<file path="src/rtl/hexpkt_pkg.sv">
package hexpkt_pkg;

    typedef enum logic [2:0] {
        S_IDLE,
        S_LEAD,
        S_FETCH,
        S_CAPT,
        S_HEX,
        S_TRAIL,
        S_DRAIN
    } seq_state_t;

    typedef enum logic {
        U_IDLE,
        U_SEND
    } ser_state_t;

    localparam logic [7:0] MARK_FIRST = 8'h55;
    localparam logic [7:0] MARK_NEXT  = 8'h59;
    localparam logic [7:0] MARK_END   = 8'h58;

    function automatic logic [7:0] nib2ascii(input logic [3:0] n);
        if (n < 4'd10)
            return 8'h30 + {4'h0, n};
        else
            return 8'h37 + {4'h0, n};
    endfunction

endpackage

</file>
<file path="src/rtl/hexpkt_baud.sv">
module hexpkt_baud #(
    parameter int PRESCALE = 27,
    parameter int OVS      = 16
) (
    input  logic clk,
    input  logic rst_n,
    input  logic en,
    output logic bit_tick
);
    localparam int OW = (OVS > 1) ? $clog2(OVS) : 1;

    logic          os_step;
    logic [OW-1:0] os_q;

    generate
        if (PRESCALE > 1) begin : g_pre
            localparam int PW = $clog2(PRESCALE);
            logic [PW-1:0] pre_q;
            always_ff @(posedge clk) begin
                if (!rst_n || !en)
                    pre_q <= '0;
                else if (pre_q == PW'(PRESCALE - 1))
                    pre_q <= '0;
                else
                    pre_q <= pre_q + 1'b1;
            end
            assign os_step = en && (pre_q == PW'(PRESCALE - 1));
        end else begin : g_nopre
            assign os_step = en;
        end
    endgenerate

    always_ff @(posedge clk) begin
        if (!rst_n || !en)
            os_q <= '0;
        else if (os_step)
            os_q <= (os_q == OW'(OVS - 1)) ? '0 : os_q + 1'b1;
    end

    assign bit_tick = os_step && (os_q == OW'(OVS - 1));

endmodule

</file>
<file path="src/rtl/hexpkt_ser.sv">
module hexpkt_ser
    import hexpkt_pkg::*;
(
    input  logic       clk,
    input  logic       rst_n,
    input  logic       bit_tick,
    input  logic       ld_valid,
    input  logic [7:0] ld_data,
    output logic       ld_ready,
    output logic       active,
    output logic       txd
);
    ser_state_t  st_q;
    logic [9:0]  shift_q;
    logic [3:0]  cnt_q;

    always_ff @(posedge clk) begin
        if (!rst_n) begin
            st_q    <= U_IDLE;
            shift_q <= '1;
            cnt_q   <= '0;
        end else begin
            unique case (st_q)
                U_IDLE: begin
                    if (ld_valid) begin
                        shift_q <= {1'b1, ld_data, 1'b0};
                        cnt_q   <= '0;
                        st_q    <= U_SEND;
                    end
                end
                U_SEND: begin
                    if (bit_tick) begin
                        shift_q <= {1'b1, shift_q[9:1]};
                        if (cnt_q == 4'd9) begin
                            cnt_q <= '0;
                            st_q  <= U_IDLE;
                        end else begin
                            cnt_q <= cnt_q + 1'b1;
                        end
                    end
                end
                default: st_q <= U_IDLE;
            endcase
        end
    end

    always_comb begin
        ld_ready = (st_q == U_IDLE);
        active   = (st_q == U_SEND);
        txd      = shift_q[0];
    end

    // the bit timer only runs while a frame is in flight
    a_r2_no_tick_idle: assert property (@(posedge clk) disable iff (!rst_n)
        !active |-> !bit_tick);

endmodule

</file>
<file path="src/rtl/hexpkt_seq.sv">
module hexpkt_seq
    import hexpkt_pkg::*;
#(
    parameter int VALS   = 5,
    parameter int IDX_W  = 9,
    parameter int ADDR_W = 12
) (
    input  logic              clk,
    input  logic              rst_n,
    input  logic              start,
    input  logic [IDX_W:0]    blk_len,
    input  logic [15:0]       samp_cnt,
    input  logic [15:0]       since_cnt,
    input  logic [15:0]       mem_data,
    input  logic              chr_ready,
    input  logic              tx_active,
    output logic              chr_valid,
    output logic [7:0]        chr_data,
    output logic              mem_rd,
    output logic [ADDR_W-1:0] mem_addr,
    output logic              busy
);
    localparam int VW = (VALS > 1) ? $clog2(VALS) : 1;

    seq_state_t        state_q, state_d;
    logic              hdr_q;
    logic [VW-1:0]     vsel_q;
    logic [1:0]        nib_q;
    logic [IDX_W:0]    pkt_q;
    logic [IDX_W:0]    len_q;
    logic [15:0]       samp_q, since_q;
    logic [15:0]       val_q;
    logic [ADDR_W-1:0] addr_q;
    logic [15:0]       hdr_val;
    logic [3:0]        nib_sel;
    logic              last_word, last_nib, last_pkt;

    always_comb begin
        unique case (vsel_q)
            VW'(1):  hdr_val = samp_q;
            VW'(2):  hdr_val = since_q;
            default: hdr_val = 16'h0000;
        endcase
    end

    assign last_word = (vsel_q == VW'(VALS - 1));
    assign last_nib  = (nib_q == 2'd3);
    assign last_pkt  = hdr_q ? (len_q == '0) : (pkt_q == len_q - 1'b1);

    // state register
    always_ff @(posedge clk) begin
        if (!rst_n)
            state_q <= S_IDLE;
        else
            state_q <= state_d;
    end

    // transitions
    always_comb begin
        state_d = state_q;
        unique case (state_q)
            S_IDLE:  if (start) state_d = S_LEAD;
            S_LEAD:  if (chr_ready) state_d = S_FETCH;
            S_FETCH: state_d = S_CAPT;
            S_CAPT:  state_d = S_HEX;
            S_HEX:   if (chr_ready && last_nib)
                         state_d = last_word ? S_TRAIL : S_FETCH;
            S_TRAIL: if (chr_ready)
                         state_d = last_pkt ? S_DRAIN : S_LEAD;
            S_DRAIN: if (chr_ready && !tx_active) state_d = S_IDLE;
            default: state_d = S_IDLE;
        endcase
    end

    // datapath
    always_ff @(posedge clk) begin
        if (!rst_n) begin
            hdr_q   <= 1'b0;
            vsel_q  <= '0;
            nib_q   <= '0;
            pkt_q   <= '0;
            len_q   <= '0;
            samp_q  <= '0;
            since_q <= '0;
            val_q   <= '0;
            addr_q  <= '0;
        end else begin
            unique case (state_q)
                S_IDLE: begin
                    if (start) begin
                        len_q   <= blk_len;
                        samp_q  <= samp_cnt;
                        since_q <= since_cnt;
                        hdr_q   <= 1'b1;
                        pkt_q   <= '0;
                        addr_q  <= '0;
                        vsel_q  <= '0;
                        nib_q   <= '0;
                    end
                end
                S_CAPT: begin
                    if (hdr_q) begin
                        val_q <= hdr_val;
                    end else begin
                        val_q  <= mem_data;
                        addr_q <= addr_q + 1'b1;
                    end
                end
                S_HEX: begin
                    if (chr_ready) begin
                        nib_q <= nib_q + 1'b1;
                        if (last_nib)
                            vsel_q <= last_word ? '0 : vsel_q + 1'b1;
                    end
                end
                S_TRAIL: begin
                    if (chr_ready) begin
                        if (!hdr_q) pkt_q <= pkt_q + 1'b1;
                        hdr_q <= 1'b0;
                    end
                end
                default: ;
            endcase
        end
    end

    // outputs
    always_comb begin
        unique case (nib_q)
            2'd0:    nib_sel = val_q[15:12];
            2'd1:    nib_sel = val_q[11:8];
            2'd2:    nib_sel = val_q[7:4];
            default: nib_sel = val_q[3:0];
        endcase
        chr_valid = 1'b0;
        chr_data  = 8'h00;
        unique case (state_q)
            S_LEAD: begin
                chr_valid = 1'b1;
                chr_data  = hdr_q ? MARK_FIRST : MARK_NEXT;
            end
            S_HEX: begin
                chr_valid = 1'b1;
                chr_data  = nib2ascii(nib_sel);
            end
            S_TRAIL: begin
                chr_valid = 1'b1;
                chr_data  = MARK_END;
            end
            default: ;
        endcase
        mem_rd   = (state_q == S_FETCH) && !hdr_q;
        mem_addr = addr_q;
        busy     = (state_q != S_IDLE);
    end

    // every read is followed by the capture cycle
    a_r10_read_then_capture: assert property (@(posedge clk) disable iff (!rst_n)
        mem_rd |=> (state_q == S_CAPT));

    // a start during a transfer leaves the latched length untouched
    a_r9_len_held: assert property (@(posedge clk) disable iff (!rst_n)
        (busy && start) |=> $stable(len_q));

endmodule

</file>
<file path="src/rtl/hexpkt_tx.sv">
module hexpkt_tx #(
    parameter int  PRESCALE = 27,
    parameter int  OVS      = 16,
    parameter int  VALS     = 5,
    parameter int  IDX_W    = 9,
    localparam int ADDR_W   = $clog2(VALS * (2 ** IDX_W))
) (
    input  logic              clk,
    input  logic              rst_n,
    input  logic              start_i,
    input  logic [IDX_W:0]    blk_len_i,
    input  logic [15:0]       samp_cnt_i,
    input  logic [15:0]       since_cnt_i,
    output logic              mem_rd_o,
    output logic [ADDR_W-1:0] mem_addr_o,
    input  logic [15:0]       mem_data_i,
    output logic              txd_o,
    output logic              busy_o
);
    logic       chr_valid, chr_ready, tx_active, bit_tick;
    logic [7:0] chr_data;

    hexpkt_seq #(
        .VALS   (VALS),
        .IDX_W  (IDX_W),
        .ADDR_W (ADDR_W)
    ) u_seq (
        .clk       (clk),
        .rst_n     (rst_n),
        .start     (start_i),
        .blk_len   (blk_len_i),
        .samp_cnt  (samp_cnt_i),
        .since_cnt (since_cnt_i),
        .mem_data  (mem_data_i),
        .chr_ready (chr_ready),
        .tx_active (tx_active),
        .chr_valid (chr_valid),
        .chr_data  (chr_data),
        .mem_rd    (mem_rd_o),
        .mem_addr  (mem_addr_o),
        .busy      (busy_o)
    );

    hexpkt_baud #(
        .PRESCALE (PRESCALE),
        .OVS      (OVS)
    ) u_baud (
        .clk      (clk),
        .rst_n    (rst_n),
        .en       (tx_active),
        .bit_tick (bit_tick)
    );

    hexpkt_ser u_ser (
        .clk      (clk),
        .rst_n    (rst_n),
        .bit_tick (bit_tick),
        .ld_valid (chr_valid),
        .ld_data  (chr_data),
        .ld_ready (chr_ready),
        .active   (tx_active),
        .txd      (txd_o)
    );

    // line rests high whenever no transfer is running
    a_r1_idle_line: assert property (@(posedge clk) disable iff (!rst_n)
        !busy_o |-> txd_o);

    // no memory traffic outside a transfer
    a_r1_no_read_idle: assert property (@(posedge clk) disable iff (!rst_n)
        !busy_o |-> !mem_rd_o);

endmodule

</file>
<file path="config.mk">
export PLATFORM = sky130hd
export DESIGN_NAME = hexpkt_tx
export DESIGN_NICKNAME = d
export VERILOG_FILES = /design/src/rtl/hexpkt_pkg.sv /design/src/rtl/hexpkt_baud.sv /design/src/rtl/hexpkt_ser.sv /design/src/rtl/hexpkt_seq.sv /design/src/rtl/hexpkt_tx.sv
export SDC_FILE = /design/constraint.sdc
export NUM_CORES = 1
export LEC_CHECK = 0
export ABC_AREA = 0
export BUFFER_PORTS_ARGS = -buffer_cell sky130_fd_sc_hd__buf_4
export CELL_PAD_IN_SITES_DETAIL_PLACEMENT = 1
export CELL_PAD_IN_SITES_GLOBAL_PLACEMENT = 1
export CORE_MARGIN = 2
export CORE_UTILIZATION = 46
export DETAILED_ROUTE_END_ITERATION = 10
export GPL_ROUTABILITY_DRIVEN = 0
export PLACE_DENSITY_LB_ADDON = 0.1
export SYNTH_ARGS = -nofsm -noshare
export SYNTH_HDL_FRONTEND = slang
export SYNTH_SLANG_ARGS = --single-unit
export TNS_END_PERCENT = 5
</file>
<file path="constraint.sdc">
create_clock -name clk -period 3.6 [get_ports clk]
set_input_delay 0.36 -clock clk [delete_from_list [all_inputs] [get_ports clk]]
set_output_delay 0.36 -clock clk [all_outputs]
set_load 0.1 [all_outputs]
</file>
After elaboration in Yosys (flattened, before gate mapping) --
Cells that the tools add are included.
Storage, ports and cells: flip-flop bits (word level) 113, input bits 61
Operators by class: $add $sub $neg 10, $lt $le $gt $ge 1, eq/ne operators 27, multiplexer cells 46, bitwise operators 1, reductions and logical operators 26
Operators with widths (number):
- 10-bit two-way mux | 5
- 10-bit case mux with 2 select lines | 2
- 3-bit two-way mux | 11
- 16-bit case mux with 2 select lines | 1
- 12-bit two-way mux | 2
- 12-bit case mux with 2 select lines | 1
- 8-bit case mux with 3 select lines | 1
- 3-bit case mux with 7 select lines | 1
- 4-bit two-way mux | 5
- 16-bit two-way mux | 1
- 2-bit inequality test, second input constant | 8
- 6-bit by 4-bit adder with 7-bit output, first input constant | 2
- 12-bit by 1-bit adder with 12-bit output, second input constant | 1
- 3-bit equality test, second input constant | 4
- 4-bit case mux with 3 select lines | 1
- 10-bit by 1-bit adder with 10-bit output, second input constant | 1
- 10-bit equality test | 1
- 10-bit logical NOT | 1
- 10-bit by 1-bit subtractor with 10-bit output, second input constant | 1
- 3-bit by 2-bit equality test with 1-bit output, second input constant | 3
- 3-bit AND reduction | 3
- 4-bit by 1-bit adder with 4-bit output, second input constant | 2
- 4-bit equality test, second input constant | 2
- 8-bit two-way mux | 1
- other kinds (28) | 50

Logic depth before layout (Yosys ltp) --
Gate-level depths: netlist of the first run.
word-level depth 7, gate-level depth with buffers 10

Cells and area by module --
From an unflattened synthesis of the first run, not the netlist that was laid out.
Unflattened totals: cell total of the unflattened synthesis 706, area, all modules 5721.7 um^2
Modules (own cells, without submodules):
- hexpkt_seq | instances 1, cells each 585, area an instance 4601.9 um^2, sequential area each 1781.7 um^2
- hexpkt_ser | instances 1, cells each 76, area an instance 708.2 um^2, sequential area each 280.3 um^2
- hexpkt_baud | instances 1, cells each 45, area an instance 411.6 um^2, sequential area each 180.2 um^2

Worst setup path before layout of the first run --
OpenSTA, ideal clock, no wires.
path type register to output, from register u_seq.hdr_q, to output port mem_rd_o, data arrival time 4010 ps, data required time 3240 ps, setup slack -770 ps, cell stages (with the launch flop) 5, buffers on the path 3, cells stage by stage dfxtp_1 > clkbuf_1 > clkbuf_1 > clkbuf_1 > nor4b_1
On the way: word-level cells in the longest chain between the ends 2
Ends and longest elaborated chain:
- start, declared | RTL line hexpkt_seq.sv:26 | logic hdr_q;
- start signal, assigned | RTL line hexpkt_seq.sv:78 | hdr_q <= 1'b0;
- start signal, assigned | RTL line hexpkt_seq.sv:94 | hdr_q <= 1'b1;
- start signal, assigned | RTL line hexpkt_seq.sv:119 | hdr_q <= 1'b0;
- 1-bit logical NOT
- 1-bit logical AND | RTL line hexpkt_seq.sv:152 | mem_rd = (state_q == S_FETCH) && !hdr_q;
- end, declared | RTL line hexpkt_tx.sv:14 | output logic mem_rd_o,
Every way passes these cells.

Worst setup path in the final report of the first run --
from register u_seq.state_q[2], to register u_seq.addr_q[11], in the netlist u_seq.mem_addr[11]
On the way: word-level cells in the longest chain between the ends 3
Ends and longest elaborated chain:
- start, declared | RTL line hexpkt_seq.sv:25 | seq_state_t state_q, state_d;
- start signal, assigned | RTL line hexpkt_seq.sv:55 | state_q <= state_d;
- 3-bit by 2-bit equality test with 1-bit output or 3-bit logical NOT (tied branches) | RTL line hexpkt_seq.sv:88 | unique case (state_q)
- 2-bit inequality test (no source line) or 2-bit nonzero test (tied branches)
- 3-bit AND reduction (no source line)
- end signal, assigned | RTL line hexpkt_seq.sv:106 | addr_q <= addr_q + 1'b1;
- end, declared | RTL line hexpkt_seq.sv:33 | logic [ADDR_W-1:0] addr_q;
Parallel ways exist; a longest one is shown, timed or not. A chain may end at the register's enable or synchronous reset.

==> results of run 1 <==
-- worst min-delay path: cells and delay by family --
| family | cells | cell delay (ns) |
|---|---|---|
| and+or+nand+nor | 1 | 0.04 |
| AOI/OAI and AO/OA | 1 | 0.06 |
| buffers and inverters | 1 | 0.11 |
-- cells in the final DEF (no fill, tap or decap), types with 13 or more instances in the layout --
cell      netlist  final
buf_4           2     82
nand2_1       116    116
ha_1           17     17
nor2b_1        28     28
nor3_1         13     13
o21ai_0        24     24
a21oi_1        45     45
a21boi_0       45     45
inv_1          19     19
nand3_1        19     19
a211oi_1       19     19
xor2_1         19     19
dfxtp_1       112    112
nor2_1         57     57
a22oi_1        17     17
-- power groups by stage --
stage	clock network (µW)	logic (µW)	registers (µW)
2_1_floorplan	0	906	1550
3_3_place_gp	0	1110	1610
3_5_place_dp	0	1150	1620
4_1_cts	970	1160	1590
5_1_grt	1020	1290	1620
6_report	942	1150	1600
-- cell families after synthesis --
group | Yosys count
simple gates | 296
compound gates | 175
flops | 112
buf+inv | 62
xor+xnor | 31
fa+ha+maj | 17
mux | 1
-- state kept, by name, indices dropped and copies added (netlist names), 5 cells and up --
name / flops
u_ser.shift_q: 9
u_baud.g_pre.pre_q: 5
u_seq.pkt_q: 10
u_seq.len_q: 10
u_seq.val_q: 16
u_seq.samp_q: 16
u_seq.mem_addr: 12
u_seq.since_q: 16
-- how the worst max path moves through the flow --
stage          depth (start not counted)                              end  slack, ns
2_1_floorplan                          4                         mem_rd_o       0.64
3_3_place_gp                           6  u_seq.mem_addr[11]$_SDFFE_PN0P_       1.29
3_5_place_dp                           6  u_seq.mem_addr[11]$_SDFFE_PN0P_       1.18
4_1_cts                                6  u_seq.mem_addr[11]$_SDFFE_PN0P_       1.16
5_1_grt                                6  u_seq.mem_addr[11]$_SDFFE_PN0P_       1.01
6_report                               6  u_seq.mem_addr[11]$_SDFFE_PN0P_       1.18
-- layout make-up --
| cell class | instances | area, µm² |
|---|---|---|
| inverters | 19 | 71.32 |
| fillers | 1475 | 5455 |
| multi-input cells | 520 | 3167 |
| well taps | 147 | 183.9 |
| repair buffers | 82 | 615.6 |
| clock inverters | 4 | 30.03 |
| clock buffers | 12 | 246.5 |
| flip-flops and latches | 112 | 2242 |
-- stage by stage --
stage | setup WS, ns | total power, µW | instance area [µm²] | hold WS (ns) | std cells
final | 1.176 | 3685 | 6556 | 0.2636 | 896
after CTS | 1.163 | 3719 | 6556 | 0.2509 | 896
after floorplan | 0.6382 | 2453 | 5664 | 0.4297 | 694
after global routing | 1.012 | 3932 | 6556 | 0.2597 | 896
after detailed placement | 1.182 | 2773 | 6280 | 0.4601 | 880
after global placement | 1.293 | 2716 | 6280 | 0.4439 | 880
-- metal layers --
metal	global-route usage (%)	wire length, µm	up-vias
met5	0	0	-
li1	-	-	2517
met3	5.271	620	9
met2	42.94	7438	109
met1	28.66	6574	2453
met4	5.301	163	0
==> flow_metrics.py, run 1 <==
metrics = {
    "power": {
        "peakVddDrop_v": 0.0002945,
        "internal-power_uw": 2281,
        "p_leak_uw": 0.002445,
        "p_sw_uw": 1404,
        "p_comb_share_pct": 31.1,
        "power_density_mw_per_mm2": 562.1,
        "pwr-share-seq_pct": 43.3,
        "p_sw_share_pct": 38.09,
        "power.share.clock_pct": 25.6,
    },
    "setup_path": {
        "crit_type": "flop to flop",
        "crit_family": "simple AND/OR/NAND/NOR gates",
        "rr_startpoint": "u_seq.state_q[2]$_SDFFE_PN0P_",
        "cpMaxStageDelayCell": "or4b_1",
        "path_cells": "or4b_1, buf_4, a21oi_1, nand3_1, or3_1, a21oi_1",
        "timing.critical_path.mode_cell": "a21oi_1",
        "startpoint_type": "flop",
        "cp_max_fo": 47,
        "worstPathArrival_ns": 2.70,
        "cp-end-kind": "flop",
        "timing.rr.end": "u_seq.mem_addr[11]$_SDFFE_PN0P_",
        "worstPathBufferInverterCount": 1,
        "startpoint": "u_seq.state_q[2]$_SDFFE_PN0P_",
        "r2r_cells": 6,
        "r2r_slack_ns": 1.18,
        "cpPeakStageDelay_ns": 0.54,
        "worst_ep_required_time_ns": 3.87,
    },
    "synthesis": {
        "synth_ff_type": "dfxtp_1",
        "ys_top_cells_by_area": "dfxtp_1, nand2_1, a21boi_0",
        "synth_largest_area_cell": "dfxtp_1",
        "yosysSeqAreaShare_pct": 39.63,
        "synth_compound_area_share_pct": 20.72,
        "synth_common_cells": "nand2_1, dfxtp_1, nor2_1, a21boi_0, a21oi_1",
        "ys_ff_latch": 112,
        "synth_top_family_by_area": "simple AND/OR/NAND/NOR gates",
        "avgSynthCellArea_um2": 8.153,
        "yosys.cell_count.top_type": "nand2_1",
        "synth-edff-count": 0,
        "ys_warn_count": 0,
        "ys_types": 62,
        "syn_inst": 694,
        "syn_nets": 772,
        "yosys.area_share.adder_pct": 3.759,
        "async_flop_share_pct": 0,
        "synth_xor_area_share_pct": 4.799,
        "synth.mux.area_fraction_pct": 0.1769,
        "synthSimpleGateAreaFrac_pct": 26.32,
        "syn-cell-area_mm2": 0.005658,
        "synth_top_area_share_pct": 39.63,
    },
    "timing": {
        "finClkSkew_ns": 0.007711,
        "worst_pin_slew_ns": 0.8862,
        "period_needed_ns": 2.424,
        "fmax_ghz": 0.4125,
        "rsz0062_at_grt": "no",
        "setup_violations": 0,
        "hold_viol": 0,
        "setup_tns_ns": 0,
        "finalCritPeriodShare_pct": 67.34,
        "relSlewSlack_pct": 40.09,
        "final_max_slew_viol_count": 0,
    },
    "run": {
        "drv_cap": 0,
    },
    "min_path": {
        "hold_depth": 3,
        "hp-start": "samp_cnt_i[6]",
        "holdPathEnd": "u_seq.samp_q[6]$_SDFFE_PN0P_",
        "hold_class": "input pin to flop",
    },
    "routing": {
        "firstDrtPassIters": 7,
        "route.vias.total": 5088,
        "wl_per_cell_um": 16.51,
        "drt_iter0_drc": 261,
        "drcViolationCount": 0,
        "wl_um": 14800,
        "ant_nets": 0,
        "vias_per_cell": 5.679,
    },
    "final_layout": {
        "drive_gt1_share_pct": 15.09,
        "antenna_cells": 0,
        "area_delta_synth_final_pct": 15.88,
        "post-route-util_pct": 54.58,
        "fin_nets": 822,
    },
    "grt": {
        "grt_pass1_wl_um": 25180,
        "overflow": 0,
        "grt_util_all_layers_pct": 23.70,
        "grt_max_degree": 91,
        "first_global_vias": 5252,
        "antenna_found_initial": 0,
    },
    "cts": {
        "clock_tree.root_cell": "clkbuf_16",
        "clk_pin_slew_ns": 0.07,
        "numClockSinks": 112,
        "postCtsSetupRepairBufs": 0,
        "clkLatencyLatePin_ns": 0.35,
        "clock_path_buffers": 2,
        "cts_tree": "yes",
        "cts_buffers": 9,
        "cts_resized": 0,
        "hold_buffers": 0,
        "htree_levels": 3,
    },
    "floorplan": {
        "core-area_mm2": 0.01201,
        "initial_core_util_pct": 47.10,
        "placementRows": 40,
        "dieHeight_um": 114.9,
        "die_area_mm2": 0.01320,
        "die_width_um": 114.9,
        "num_io_pins": 76,
    },
    "placed_design": {
        "hpwl_um": 10540,
        "port_buffers": 75,
    },
    "run_status": {
        "outcome": "finished, final reports clean",
    },
}
Note: power is estimated with default switching activity, not from simulation.
==> inputs of run 2 (changes only) <==
- CORE_UTILIZATION: 46 -> 43
- clock period: 3.6 -> 2.5 ns (I/O delays scaled with it)
==> flow_metrics.py, run 2 (same netlist as run 1, synthesis figures left out) <==
metrics = {
    "final_layout": {
        "antenna_cells": 0,
        "area_delta_synth_final_pct": 17.60,
        "fillers": 1631,
        "final_cell_mix": "nand2_1, dfxtp_1, buf_4",
        "drive_gt1_share_pct": 16.14,
        "fin_nets": 829,
        "reg_top3": "u_seq.samp_q x16, u_seq.since_q x16, u_seq.val_q x16",
        "final_cell_area_mm2": 0.006654,
        "final_common_cell": "nand2_1",
    },
    "timing": {
        "fin_ws_ns": 0.2610,
        "rsz0062_at_grt": "no",
        "setup_tns_ns": 0,
        "relSlewSlack_pct": 53.33,
        "worst_pin_slew_ns": 0.6974,
        "final_max_slew_viol_count": 0,
        "hold_viol": 0,
        "period_needed_ns": 2.239,
        "hold_slack_ns": 0.1421,
        "setup_violations": 0,
        "fmax_ghz": 0.4466,
        "finalCritPeriodShare_pct": 89.56,
        "finClkSkew_ns": 0.009409,
    },
    "floorplan": {
        "placementRows": 41,
        "initial_core_util_pct": 44.47,
        "die_width_um": 118.7,
        "core-area_mm2": 0.01272,
        "dieHeight_um": 118.7,
        "num_io_pins": 76,
        "die_area_mm2": 0.01409,
    },
    "run": {
        "drv_cap": 0,
    },
    "cts": {
        "clock_tree.root_cell": "clkbuf_16",
        "postCtsSetupRepairBufs": 0,
        "htree_levels": 3,
        "numClockSinks": 112,
        "cts_buffers": 9,
        "hold_buffers": 0,
        "clock_path_buffers": 2,
        "cts_resized": 0,
        "cts_tree": "yes",
        "clk_pin_slew_ns": 0.08,
        "clkLatencyLatePin_ns": 0.37,
    },
    "setup_path": {
        "cp_max_fo": 6,
        "cpPeakStageDelay_ns": 0.36,
        "r2r_cells": 9,
        "worstPathArrival_ns": 2.49,
        "cp-end-kind": "flop",
        "startpoint_type": "flop",
        "path_cells": "ha_1, inv_1, mux2i_1, inv_1, ha_1, nor2_1, o21ai_0, a221oi_1, nor2_1",
        "crit_type": "flop to flop",
        "worst_ep_required_time_ns": 2.75,
        "cpMaxStageDelayCell": "mux2i_1",
    },
    "grt": {
        "grt_pass1_wl_um": 24870,
        "grt_util_all_layers_pct": 21.80,
        "grt_max_degree": 61,
        "overflow": 0,
        "first_global_vias": 5066,
        "antenna_found_initial": 0,
    },
    "run_status": {
        "outcome": "finished, final reports clean",
    },
    "routing": {
        "wl_um": 14870,
        "ant_nets": 0,
        "drcViolationCount": 0,
        "drt_iter0_drc": 278,
        "firstDrtPassIters": 5,
        "route.vias.total": 5012,
        "vias_per_cell": 5.401,
        "wl_per_cell_um": 16.02,
    },
    "power": {
        "internal-power_uw": 3332,
        "p_sw_uw": 2061,
        "power.share.clock_pct": 25.8,
        "peakVddDrop_v": 0.0004036,
        "power_density_mw_per_mm2": 810.5,
        "p_sw_share_pct": 38.21,
        "p_comb_share_pct": 32.6,
        "pwr-share-seq_pct": 41.6,
        "p_leak_uw": 0.002496,
    },
    "placed_design": {
        "pre_cts_ws_ns": 0.2942,
        "port_buffers": 75,
        "place_area_mm2": 0.006372,
        "hpwl_um": 10780,
    },
    "min_path": {
        "hold_depth": 3,
        "hold_class": "input pin to flop",
    },
}
## run 2: stage by stage
step	total power (µW)	instances	utilization, %
final	5393	928	52.30
after global routing	5731	928	52.30
after CTS	5455	928	52.30
after detailed placement	4042	912	50.09
after global placement	3977	912	50.09
after floorplan	3542	694	-
## run 2: worst paths after layout
kind / startpoint / end / slack, ns
setup / recovery: u_seq.nib_q[0]$_SDFFE_PN0P_ / u_ser.shift_q[5]$_SDFFE_PN1P_ / 0.26
hold / removal: since_cnt_i[12] / u_seq.since_q[12]$_SDFFE_PN0P_ / 0.14
hold reg to reg: u_seq.samp_q[15]$_SDFFE_PN0P_ / u_seq.samp_q[15]$_SDFFE_PN0P_ / 0.47
setup reg to reg: u_seq.nib_q[0]$_SDFFE_PN0P_ / u_ser.shift_q[5]$_SDFFE_PN1P_ / 0.26
## run 2: cell type report
type | count | area (µm²) | area share [%]
clock inverter | 6 | 42.54 | 0.6393
inverter | 19 | 71.32 | 1.072
clock buffer | 10 | 239.0 | 3.592
sequential | 112 | 2242 | 33.70
multi-input combinational | 520 | 3176 | 47.72
tap | 172 | 215.2 | 3.234
timing repair buffer | 89 | 668.1 | 10.04
## run 2: critical path: cells and delay by family, from the launching register on
kind | cells | cell delay [ns]
AOI/OAI and AO/OA | 2 | 0.43
adders and majority gates | 2 | 0.52
buffers and inverters | 2 | 0.29
muxes | 1 | 0.36
DFF | 1 | 0.35
and+or+nand+nor | 2 | 0.18
## run 2: per-layer routing
layer  track usage (%)  routed length, µm  vias up  share of wire (%)
met5                 0                  0        -                  0
met4             4.539                150        0                1.0
met3             4.971                553       12                3.7
met2             37.21               7227       76                 49
met1             28.09               6934     2386                 47
li1                  -                  -     2538                  -
## run 2: power groups by stage
| stage | combinational, µW | clock [µW] | sequential (µW) |
|---|---|---|---|
| finish | 1760 | 1390 | 2240 |
| global route | 1950 | 1510 | 2280 |
| CTS | 1780 | 1440 | 2240 |
| detailed placement | 1760 | 0 | 2280 |
| global placement | 1710 | 0 | 2260 |
| floorplan | 1310 | 0 | 2230 |
